==> src/rtl/irq_fiq_ctrl_pkg.sv <==
package irq_fiq_ctrl_pkg;
  localparam int unsigned NSRC = 32;
  localparam int unsigned AW   = 3;

  typedef enum logic [AW-1:0] {
    A_MASK = 3'd0,
    A_RAW  = 3'd1,
    A_STAT = 3'd2,
    A_POL  = 3'd3,
    A_TYPE = 3'd4,
    A_FIQ  = 3'd5
  } reg_idx_e;
endpackage

==> src/rtl/irq_fiq_sync.sv <==
module irq_fiq_sync #(
  parameter int unsigned W      = 32,
  parameter int unsigned STAGES = 2
) (
  input  logic         clk_i,
  input  logic         rst_ni,
  input  logic [W-1:0] d_i,
  output logic [W-1:0] q_o
);
  logic [W-1:0] stg_q [STAGES];

  always_ff @(posedge clk_i or negedge rst_ni) begin
    if (!rst_ni) begin
      for (int i = 0; i < STAGES; i++) stg_q[i] <= '0;
    end else begin
      stg_q[0] <= d_i;
      for (int i = 1; i < STAGES; i++) stg_q[i] <= stg_q[i-1];
    end
  end

  assign q_o = stg_q[STAGES-1];
endmodule

==> src/rtl/irq_fiq_detect.sv <==
module irq_fiq_detect #(
  parameter int unsigned W = 32
) (
  input  logic         clk_i,
  input  logic         rst_ni,
  input  logic [W-1:0] sync_i,
  input  logic [W-1:0] pol_i,
  input  logic [W-1:0] type_i,
  input  logic [W-1:0] ack_i,
  output logic [W-1:0] evt_o,
  output logic [W-1:0] latch_o,
  output logic [W-1:0] raw_o
);
  logic [W-1:0] prev_q;
  logic [W-1:0] latch_q;

  always_ff @(posedge clk_i or negedge rst_ni) begin
    if (!rst_ni) prev_q <= '0;
    else         prev_q <= sync_i;
  end

  for (genvar g = 0; g < W; g++) begin : g_src
    logic act_now, act_prev;
    assign act_now  = ~(sync_i[g] ^ pol_i[g]);
    assign act_prev = ~(prev_q[g] ^ pol_i[g]);
    assign evt_o[g] = act_now & ~act_prev;

    // new edge beats a simultaneous acknowledge
    always_ff @(posedge clk_i or negedge rst_ni) begin
      if (!rst_ni)        latch_q[g] <= 1'b0;
      else if (!type_i[g]) latch_q[g] <= 1'b0;
      else                latch_q[g] <= evt_o[g] | (latch_q[g] & ~ack_i[g]);
    end

    assign raw_o[g] = type_i[g] ? latch_q[g] : act_now;
  end

  assign latch_o = latch_q;
endmodule

==> src/rtl/irq_fiq_regs.sv <==
module irq_fiq_regs
  import irq_fiq_ctrl_pkg::*;
#(
  parameter int unsigned W = NSRC
) (
  input  logic          clk_i,
  input  logic          rst_ni,
  input  logic [AW-1:0] addr_i,
  input  logic          wr_i,
  input  logic [W-1:0]  wdata_i,
  input  logic          rd_i,
  output logic [W-1:0]  rdata_o,
  input  logic [W-1:0]  raw_i,
  input  logic [W-1:0]  status_i,
  output logic [W-1:0]  mask_o,
  output logic [W-1:0]  pol_o,
  output logic [W-1:0]  type_o,
  output logic [W-1:0]  fiq_o,
  output logic [W-1:0]  ack_o
);
  logic [W-1:0] mask_q, pol_q, type_q, fiq_q;
  logic [W-1:0] rd_mux;

  always_ff @(posedge clk_i or negedge rst_ni) begin
    if (!rst_ni) begin
      mask_q <= '0;
      pol_q  <= '0;
      type_q <= '0;
      fiq_q  <= '0;
    end else if (wr_i) begin
      case (addr_i)
        A_MASK:  mask_q <= wdata_i;
        A_POL:   pol_q  <= wdata_i;
        A_TYPE:  type_q <= wdata_i;
        A_FIQ:   fiq_q  <= wdata_i;
        default: ;
      endcase
    end
  end

  assign ack_o = (wr_i && addr_i == A_RAW) ? wdata_i : '0;

  always_comb begin
    case (addr_i)
      A_MASK:  rd_mux = mask_q;
      A_RAW:   rd_mux = raw_i;
      A_STAT:  rd_mux = status_i;
      A_POL:   rd_mux = pol_q;
      A_TYPE:  rd_mux = type_q;
      A_FIQ:   rd_mux = fiq_q;
      default: rd_mux = '0;
    endcase
  end

  assign rdata_o = rd_i ? rd_mux : '0;
  assign mask_o  = mask_q;
  assign pol_o   = pol_q;
  assign type_o  = type_q;
  assign fiq_o   = fiq_q;
endmodule

==> src/rtl/irq_fiq_ctrl.sv <==
module irq_fiq_ctrl
  import irq_fiq_ctrl_pkg::*;
(
  input  logic            clk_i,
  input  logic            rst_ni,
  input  logic [NSRC-1:0] src_i,
  input  logic [AW-1:0]   addr_i,
  input  logic            wr_i,
  input  logic [NSRC-1:0] wdata_i,
  input  logic            rd_i,
  output logic [NSRC-1:0] rdata_o,
  output logic            irq_o,
  output logic            fiq_o
);
  logic [NSRC-1:0] sync, raw, status, evt, latch;
  logic [NSRC-1:0] mask_q, pol_q, type_q, fiq_q, ack;

  irq_fiq_sync #(.W(NSRC), .STAGES(2)) u_sync (
    .clk_i(clk_i), .rst_ni(rst_ni), .d_i(src_i), .q_o(sync)
  );

  irq_fiq_detect #(.W(NSRC)) u_det (
    .clk_i(clk_i), .rst_ni(rst_ni), .sync_i(sync), .pol_i(pol_q),
    .type_i(type_q), .ack_i(ack), .evt_o(evt), .latch_o(latch), .raw_o(raw)
  );

  irq_fiq_regs #(.W(NSRC)) u_regs (
    .clk_i(clk_i), .rst_ni(rst_ni), .addr_i(addr_i), .wr_i(wr_i),
    .wdata_i(wdata_i), .rd_i(rd_i), .rdata_o(rdata_o), .raw_i(raw),
    .status_i(status), .mask_o(mask_q), .pol_o(pol_q), .type_o(type_q),
    .fiq_o(fiq_q), .ack_o(ack)
  );

  assign status = raw & mask_q;
  assign irq_o  = |(status & ~fiq_q);
  assign fiq_o  = |(status & fiq_q);
endmodule

==> config.mk <==
export PLATFORM = sky130hd
export DESIGN_NAME = irq_fiq_ctrl
export DESIGN_NICKNAME = d
export VERILOG_FILES = /design/src/rtl/irq_fiq_ctrl_pkg.sv /design/src/rtl/irq_fiq_sync.sv /design/src/rtl/irq_fiq_detect.sv /design/src/rtl/irq_fiq_regs.sv /design/src/rtl/irq_fiq_ctrl.sv
export SDC_FILE = /design/constraint.sdc
export NUM_CORES = 1
export LEC_CHECK = 0
export CORE_AREA = 2 2 158 160
export CTS_CLUSTER_DIAMETER = 200
export DETAILED_ROUTE_END_ITERATION = 10
export DIE_AREA = 0 0 160 162
export GPL_TIMING_DRIVEN = 0
export PLACE_DENSITY = 0.87
export RECOVER_POWER = 100
export SETUP_SLACK_MARGIN = 0.3
export SLEW_MARGIN = 20
export SYNTH_ARGS = -nofsm -noshare
export SYNTH_HDL_FRONTEND = slang
export SYNTH_HIERARCHICAL = 1
export SYNTH_SLANG_ARGS = --single-unit
==> constraint.sdc <==
create_clock -name clk_i -period 1.99 [get_ports clk_i]
set_input_delay 0.398 -clock clk_i [delete_from_list [all_inputs] [get_ports clk_i]]
set_output_delay 0.398 -clock clk_i [all_outputs]
set_load 0.005 [all_outputs]
==> results of run 1 <==
placed cells by master, fill, tap and decap left out, types with 13 or more instances in the layout:
cell             count
xor2_2              18
nand4b_1            32
o21ai_1             13
buf_4               63
o22ai_1             18
o21ai_2             24
and2_1              32
dfrtp_2             21
mux2i_1             28
buf_6               43
inv_2               45
buf_2               34
nand2_1             58
mux2_2             125
o22ai_2             21
clkdlybuf4s50_1     34
dfrtp_1            235
clkbuf_1            17
clkbuf_16           29
a22oi_2             14
xor2_1              13
mux4_2              24
nand4bb_1           31
nand2_2             14
o211ai_1            31
dlygate4sd3_1       32
worst max-delay path by stage:
stage,startpoint,to,slack [ns],cells after the start
2_1_floorplan,u_sync/q_o[14]$_DFF_PN0_,fiq_o,0.03,8
3_3_place_gp,rst_ni,u_det/latch_o[29]$_DFF_PN0_,-10.38,1
3_5_place_dp,rd_i,rdata_o[28],-1.40,6
4_1_cts,u_sync/q_o[23]$_DFF_PN0_,fiq_o,-0.96,9
5_1_grt,u_sync/q_o[1]$_DFF_PN0_,fiq_o,-1.23,9
6_report,u_sync/q_o[1]$_DFF_PN0_,fiq_o,-1.22,9
routing by layer:
metal,track usage,vias up,wire (microns),share of wire
met3,0.0600,178,3310,0.095
met2,0.402,525,16000,0.46
met1,0.315,4568,13100,0.38
met4,0.136,2,2230,0.064
li1,-,3836,-,-
met5,0,-,16,0.00046
state kept, by name (all words and copies together) (netlist names):
| name | count |
|---|---|
| u_det/prev_q | 32 |
| u_regs/pol_o | 32 |
| u_det/latch_o | 32 |
| u_regs/fiq_o | 32 |
| u_regs/mask_o | 32 |
| u_sync/q_o | 32 |
| u_sync/stg_q | 32 |
| u_regs/type_o | 32 |
per-stage QoR:
stage	worst slack (ns)	instance area [sq um]	std cells	total power, mW	util
CTS	-0.964	15100	1468	15.5	0.628
finish	-1.22	15600	1492	16.1	0.646
floorplan	0.0337	12200	955	8.78	-
detailed placement	-1.40	13700	1383	10.0	0.568
global placement	-10.38	13600	1381	9.80	0.565
global route	-1.23	15600	1492	16.7	0.646
area by class of cell:
class / count / area [sq um]
Clock inverter: 7 / 87.6
Sequential cell: 256 / 6430
Tap cell: 324 / 405
Antenna cell: 3 / 7.51
Multi-Input combinational cell: 576 / 5640
Inverter: 56 / 210
Fill cell: 1694 / 8520
Timing Repair Buffer: 160 / 1340
Clock buffer: 43 / 828
Buffer: 67 / 636
critical path, stage by stage, from the launching register on:
cell and delay, ns:
dfrtp_1 0.38, clkbuf_1 0.26, xor2_1 0.33, o21ai_1 0.16, nand2_1 0.14, inv_2 0.07
a22oi_4 0.12, nand4_1 0.18, or4_4 0.49, buf_6 0.14
power by group:
part | total [mW] | switching (mW) | internal [mW]
Clock | 5.19 | 2.09 | 3.10
Combinational | 3.96 | 1.90 | 2.06
Sequential | 6.96 | 0.916 | 6.05
timing repair:
action	in CTS	in global routing
pin swaps	62	51
gates resized for setup	262	99
buffers inserted	35	21
endpoints found under the setup margin	92	64
endpoints found under the hold margin	83	83
==> impl_metrics.json, run 1 <==
{
  "grt_pass1_wl_microns": 50800,
  "grt_max_degree": 93,
  "cp-start-kind": "flip-flop",
  "clk_path_buf_depth": 3,
  "first_pass_iters": 5,
  "max-cap-violations": 1,
  "post-dp-hpwl_microns": 20600,
  "fin_tns_setup_ns": -19.66,
  "worst_pin_slew_ns": 1.89,
  "crit_arrival_ns": 2.81,
  "status": "complete, but fails checks",
  "cp_max_fo": 4,
  "grt_pass1_vias": 9302,
  "nNetsFinal": 1216,
  "netlist_instances": 955,
  "reg2reg_to": "u_det/latch_o[18]$_DFF_PN0_",
  "grt.overflow.total": 0,
  "rows": 57,
  "die_w_microns": 160,
  "antenna_found_initial": 4,
  "clock_sinks": 256,
  "clk_pin_slew_worst_paths_ns": 0.06,
  "gp_congestion": 0.950,
  "skew_ns": 0.00989,
  "reg2reg_depth": 5,
  "fmax_ghz": 0.312,
  "syn_to_final_growth_pct": 28.1,
  "die_h_microns": 162,
  "yosysWarnings": 6,
  "finalCritPeriodShare": 1.61,
  "core_sq_mm": 0.0241,
  "ant_nets": 0,
  "initial_core_util": 0.505,
  "hold_slack_ns": 0.345,
  "setup.worst_path.class": "reg2out",
  "setup_ws_ns": -1.22,
  "slew_viol_final": 84,
  "syn_area_sq_mm": 0.0122,
  "cp-end-kind": "output port",
  "synth_area_per_cell_sq_um": 12.7,
  "cp.required_ns": 1.59,
  "hold_violations": 0,
  "reg2reg_from": "u_sync/q_o[18]$_DFF_PN0_",
  "drive_above_1_share": 0.459,
  "grt.total_usage": 0.250,
  "pwr_density_cell_mw_per_mm2": 1030,
  "p_leak_nw": 6.73,
  "violations": "max-capacitance violations, max-slew violations, negative setup slack",
  "clock_latency_ns": 0.54,
  "hold_end": "u_sync/q_o[16]$_DFF_PN0_",
  "vdd_drop_max_mv": 0.805,
  "synth_nets": 1026,
  "min-delay-start": "u_sync/stg_q[48]$_DFF_PN0_",
  "vias": 9109,
  "cts_tree": "yes",
  "detail_route.iter0.violations": 813,
  "r2r_slack_ns": 0.79,
  "wl_microns": 34600,
  "hp-class": "reg2reg",
  "fp.dieArea_sq_mm": 0.0259,
  "io_pins": 105,
  "cts_buffers": 28,
  "whs_path_depth": 0,
  "fin_crit_ns": 3.21,
  "grt_setup_unrepaired": "yes",
  "drc": 0,
  "htreeDepth": 1,
  "slew_headroom": -0.257,
  "setup_viol": 69,
  "cts-root-buf": "clkbuf_16",
  "routedWlPerCell_microns": 23.2,
  "io_buffers": 102,
  "vias_per_cell": 6.11
}
Power figures use the tool's default switching activity.
==> run 2: changes to the inputs <==
SLEW_MARGIN = default   (was 20)
TNS_END_PERCENT = 20   (was default)
==> run 2 against run 1 <==
  * The flow finishes with violations (negative setup slack)
  * Power shrank 3.4%
  * Worst setup slack better by 0.12 ns
  * Utilization down 2.0 points
  * Via count fell by 2.7%
  * Non-clock buffer count fell by 11
  * Die area unchanged
  * Largest cell class unchanged
  * Largest power group unchanged
  * Highest routed layer is now met4
==> impl_metrics.json, run 2 (synthesis results as in run 1) <==
{
  "post-dp-hpwl_microns": 20400,
  "cp-end-kind": "output port",
  "fin_crit_ns": 3.09,
  "setup.worst_path.class": "reg2out",
  "grt.total_usage": 0.245,
  "hp-class": "in2async",
  "die_h_microns": 162,
  "io_pins": 105,
  "clkPwrFrac": 0.316,
  "fillers": 1760,
  "rows": 57,
  "setup_ws_ns": -1.10,
  "grt_max_degree": 119,
  "grt.overflow.total": 0,
  "stdcell_area_sq_mm": 0.0151,
  "gp_congestion": 0.929,
  "max-cap-violations": 0,
  "syn_to_final_growth_pct": 24.2,
  "seq_power_share": 0.444,
  "cp-start-kind": "flip-flop",
  "clock_latency_ns": 0.55,
  "first_pass_iters": 7,
  "slew_headroom": 0.137,
  "drc": 0,
  "switching_share": 0.303,
  "cp.required_ns": 1.59,
  "violations": "negative setup slack",
  "finalCritPeriodShare": 1.55,
  "htreeDepth": 1,
  "cp_max_fo": 4,
  "initial_core_util": 0.505,
  "core_sq_mm": 0.0241,
  "die_w_microns": 160,
  "p_leak_nw": 6.55,
  "cts-root-buf": "clkbuf_16",
  "pwr_density_cell_mw_per_mm2": 1030,
  "layout_common_cells": "251 x dfrtp_1, 131 x mux2_2, 59 x nand2_1, 53 x buf_4, 37 x inv_2",
  "grt_pass1_wl_microns": 49700,
  "detail_route.iter0.violations": 679,
  "fp.dieArea_sq_mm": 0.0259,
  "hold_violations": 0,
  "vias_per_cell": 5.99,
  "clk_path_buf_depth": 3,
  "antenna_found_initial": 3,
  "p_switching_mw": 4.71,
  "setup_viol": 108,
  "wl_microns": 33100,
  "routedWlPerCell_microns": 22.4,
  "skew_ns": 0.0149,
  "p_int_mw": 10.8,
  "worst_pin_slew_ns": 1.29,
  "grt_setup_unrepaired": "yes",
  "grt_pass1_vias": 9137,
  "io_buffers": 102,
  "status": "complete, but fails checks",
  "final_common_cell": "dfrtp_1",
  "clk_pin_slew_worst_paths_ns": 0.06,
  "ant_nets": 0,
  "placed_area_sq_mm": 0.0137,
  "vias": 8863,
  "p_comb_frac": 0.240,
  "cts_tree": "yes",
  "crit_arrival_ns": 2.69,
  "vdd_drop_max_mv": 0.660,
  "slew_viol_final": 0,
  "clock_sinks": 256,
  "fmax_ghz": 0.324,
  "drive_above_1_share": 0.389,
  "cts_buffers": 27,
  "nNetsFinal": 1204,
  "fin_tns_setup_ns": -23.71
}
==> run 2: cell count changes in the layout (fill, tap and decap cells not counted), sizes merged <==
cell and delta:
buf -34, clkbuf +17, dlygate4sd2 +2, bufinv -1, clkdlybuf4s15 +1, clkdlybuf4s50 +1
clkinv +1, clkinvlp -1, dlymetal6s2s +1, inv +1
==> run 2: power groups by stage <==
stage | Sequential (mW) | Clock, mW | Combinational [mW]
after floorplan | 6.65 | 0 | 2.12
after global placement | 6.85 | 0 | 2.95
after detailed placement | 6.91 | 0 | 3.08
after CTS | 6.84 | 4.98 | 3.42
after global routing | 7.01 | 5.24 | 3.97
final | 6.90 | 4.92 | 3.74
==> run 2: final timing paths <==
kind	from	endpoint	slack (ns)	cells after the start
max reg2reg	u_sync/q_o[23]$_DFF_PN0_	u_det/latch_o[23]$_DFF_PN0_	0.75	5
max	u_sync/q_o[17]$_DFF_PN0_	fiq_o	-1.10	9
max in group asynchronous	rst_ni	u_regs/pol_o[29]$_DFFE_PN0P_	-0.08	3
min in group clk_i	u_sync/stg_q[38]$_DFF_PN0_	u_sync/q_o[6]$_DFF_PN0_	0.34	0
min reg2reg	u_sync/stg_q[38]$_DFF_PN0_	u_sync/q_o[6]$_DFF_PN0_	0.34	0
min	rst_ni	u_sync/stg_q[43]$_DFF_PN0_	0.13	1
==> run 2: layout make-up <==
type / instances / area [sq um] / area share
Sequential cell: 256 / 6410 / 0.425
Multi-Input combinational cell: 576 / 5440 / 0.360
Timing Repair Buffer: 149 / 1270 / 0.0843
Clock buffer: 42 / 792 / 0.0524
Buffer: 67 / 493 / 0.0326
Tap cell: 324 / 405 / 0.0268
Inverter: 56 / 215 / 0.0142
Clock inverter: 7 / 67.6 / 0.00447
Antenna cell: 3 / 7.51 / 0.000497
==> run 2: stage by stage <==
| stage | worst slack, ns | hold WS (ns) | std cells | total power, mW | utilization |
|---|---|---|---|---|---|
| after floorplan | 0.0337 | 0.102 | 955 | 8.77 | - |
| after global routing | -1.15 | 0.246 | 1480 | 16.2 | 0.627 |
| final | -1.10 | 0.130 | 1480 | 15.6 | 0.627 |
| after detailed placement | -1.39 | 0.335 | 1383 | 9.99 | 0.567 |
| after CTS | -1.01 | -0.227 | 1458 | 15.2 | 0.620 |
| after global placement | -10.31 | 0.331 | 1381 | 9.80 | 0.565 |
==> run 2: what timing repair did <==
action,in CTS,in global routing
resized for setup,189,89
setup endpoints to repair,84,56
buffers inserted,26,19
pin swaps,37,46
cloned,0,0
endpoints found under the hold margin,51,51
==> run 2: worst max-delay path: stages (launching register included) <==
cell     delay, ns
dfrtp_1       0.37
buf_4         0.15
xor2_1        0.14
o21ai_1       0.11
nand2_1       0.13
inv_1         0.09
a22oi_1       0.22
nand4_1       0.20
or4_4         0.61
buf_6         0.14
==> run 2: metal layers <==
layer	wire, microns	share of wire	vias to the layer above	track usage
met4	1650	0.050	0	0.145
met5	0	0	-	0
met2	15800	0.48	445	0.387
met1	12900	0.39	4494	0.321
li1	-	-	3806	-
met3	2790	0.084	118	0.0449
==> run 3: changes to the inputs <==
CAP_MARGIN = 10   (was default)
PLACE_DENSITY = default   (was 0.87)
PLACE_DENSITY_LB_ADDON = 0.08   (was default)
==> run 3 against run 2 <==
  * The run ends with max-capacitance violations, max-slew violations, negative setup slack left
  * Flip-flop and latch count unchanged
  * Sequential power about the same
  * Non-clock buffer count down 15
  * Combinational power decreased by 7.2%
  * Register-to-register slack improved by 0.19 ns
  * First-iteration DRC count shrank 14%
  * Clock skew is 0.0045 ns lower
  * Cell count shrank 1.0%
  * Cell area decreased by 0.28%
  * Highest routed layer unchanged
  * Count of clock-buffer cells in the layout is 2 lower
  * Largest cell class unchanged
  * Power up 4.7%
==> impl_metrics.json, run 3 (synthesis results as in run 1) <==
{
  "status": "complete, but fails checks",
  "violations": "max-capacitance violations, max-slew violations, negative setup slack",
  "clk_path_buf_depth": 3,
  "io_pins": 105,
  "setup_viol": 100,
  "grt.overflow.total": 0,
  "hp-class": "in2async",
  "grt_max_degree": 91,
  "syn_to_final_growth_pct": 23.8,
  "nNetsFinal": 1191,
  "cp.required_ns": 1.59,
  "cp_max_fo": 4,
  "cp-end-kind": "output port",
  "switching_share": 0.283,
  "pwr_density_cell_mw_per_mm2": 1080,
  "post-dp-hpwl_microns": 20500,
  "r2r_slack_ns": 0.94,
  "fin_tns_setup_ns": -21.03,
  "fin_crit_ns": 3.01,
  "hold_slack_ns": 0.330,
  "initial_core_util": 0.505,
  "drive_above_1_share": 0.384,
  "grt_pass1_vias": 8172,
  "final_common_cell": "dfrtp_1",
  "finalCritPeriodShare": 1.51,
  "setup_ws_ns": -1.02,
  "die_h_microns": 162,
  "crit_arrival_ns": 2.62,
  "wl_microns": 31100,
  "gp_congestion": 0.846,
  "routedWlPerCell_microns": 21.2,
  "clkPwrFrac": 0.364,
  "p_leak_nw": 6.51,
  "fp.dieArea_sq_mm": 0.0259,
  "htreeDepth": 1,
  "antenna_found_initial": 0,
  "die_w_microns": 160,
  "vias": 8275,
  "rows": 57,
  "max-cap-violations": 1,
  "clock_sinks": 256,
  "setup.worst_path.class": "reg2out",
  "grt.total_usage": 0.241,
  "cts_buffers": 29,
  "reg2reg_from": "u_sync/q_o[28]$_DFF_PN0_",
  "clk_pin_slew_worst_paths_ns": 0.06,
  "cp-start-kind": "flip-flop",
  "vias_per_cell": 5.65,
  "vdd_drop_max_mv": 0.687,
  "cts_tree": "yes",
  "core_sq_mm": 0.0241,
  "reg2reg_depth": 4,
  "cts-root-buf": "clkbuf_16",
  "grt_pass1_wl_microns": 47800,
  "total_power_mw": 16.3,
  "worst_pin_slew_ns": 1.86,
  "slew_viol_final": 81,
  "p_int_mw": 11.7,
  "drc": 0,
  "ant_nets": 0,
  "clock_latency_ns": 0.55,
  "fin_util": 0.625,
  "p_comb_frac": 0.213,
  "fmax_ghz": 0.332,
  "detail_route.iter0.violations": 583,
  "p_switching_mw": 4.61,
  "layout_common_cells": "246 x dfrtp_1, 129 x mux2_2, 61 x nand2_1, 37 x inv_2, 34 x buf_4",
  "diodes": 0,
  "seq_power_share": 0.423,
  "reg2reg_to": "u_det/latch_o[28]$_DFF_PN0_",
  "crit_start": "u_sync/q_o[6]$_DFF_PN0_",
  "cp-endpoint": "fiq_o",
  "hold_violations": 0,
  "slew_headroom": -0.240,
  "grt_setup_unrepaired": "yes",
  "first_pass_iters": 4,
  "skew_ns": 0.0104,
  "io_buffers": 102
}
run 3: changes by cell type in the layout (fill, tap and decap cells not counted), moves of 4 or more:
cell	delta
dfrtp_1	-5
and2_0	+16
buf_4	-19
bufinv_16	+5
dfrtp_2	+5
o21ai_2	+4
clkbuf_2	+16
and2_1	-15
buf_6	-11
run 3: routing by layer:
metal  wire (microns)  track usage
met1            14100        0.346
met5                0            0
met2            14500        0.380
met3             1690       0.0388
met4              872       0.0762
run 3: worst min-delay path by stage:
stage                          startpoint                         end  cells after the start
6_report                           rst_ni    u_sync/q_o[22]$_DFF_PN0_                      1
5_1_grt        u_sync/stg_q[43]$_DFF_PN0_    u_sync/q_o[11]$_DFF_PN0_                      0
4_1_cts                            rst_ni    u_sync/q_o[22]$_DFF_PN0_                      1
3_5_place_dp   u_sync/stg_q[55]$_DFF_PN0_    u_sync/q_o[23]$_DFF_PN0_                      0
3_3_place_gp   u_sync/stg_q[42]$_DFF_PN0_    u_sync/q_o[10]$_DFF_PN0_                      0
2_1_floorplan                      rst_ni  u_det/latch_o[0]$_DFF_PN0_                      0
run 3: per-stage QoR:
step	setup WS [ns]	cell area, sq um	instances
floorplan	0.0337	12200	955
CTS	-0.989	15100	1453
finish	-1.02	15100	1465
detailed placement	-1.44	13700	1383
global placement	-10.79	13600	1381
global route	-1.06	15100	1465
run 3: area by class of cell:
type,count,area [sq um]
Fill cell,2025,9040
Sequential cell,256,6420
Multi-Input combinational cell,576,5390
Timing Repair Buffer,134,1130
Clock buffer,40,857
Buffer,67,428
Tap cell,324,405
Clock inverter,12,225
Inverter,56,210
run 3: worst max-delay path, cell delays in order, from the launching register on:
cell and delay, ns:
dfrtp_1 0.32, clkbuf_1 0.18, xor2_1 0.16, o21ai_1 0.10, nand2_1 0.09, inv_2 0.05, a22oi_2 0.24, nand4_1 0.22
or4_4 0.56, buf_6 0.14
run 3: power by group through the flow:
stage / combinational, mW / sequential (mW) / clock (mW)
detailed placement: 3.09 / 6.89 / 0
finish: 3.47 / 6.88 / 5.92
floorplan: 2.12 / 6.65 / 0
global placement: 3.02 / 6.88 / 0
CTS: 3.31 / 6.83 / 6.03
global route: 3.75 / 7.01 / 6.25
run 3: what timing repair did:
action | 4_1_cts | 5_1_grt
endpoints found under the setup margin | 94 | 66
endpoints found under the hold margin | 80 | 80
cloned | 0 | 0
pin swaps | 40 | 43
gates resized for setup | 191 | 93
buffers inserted | 18 | 12
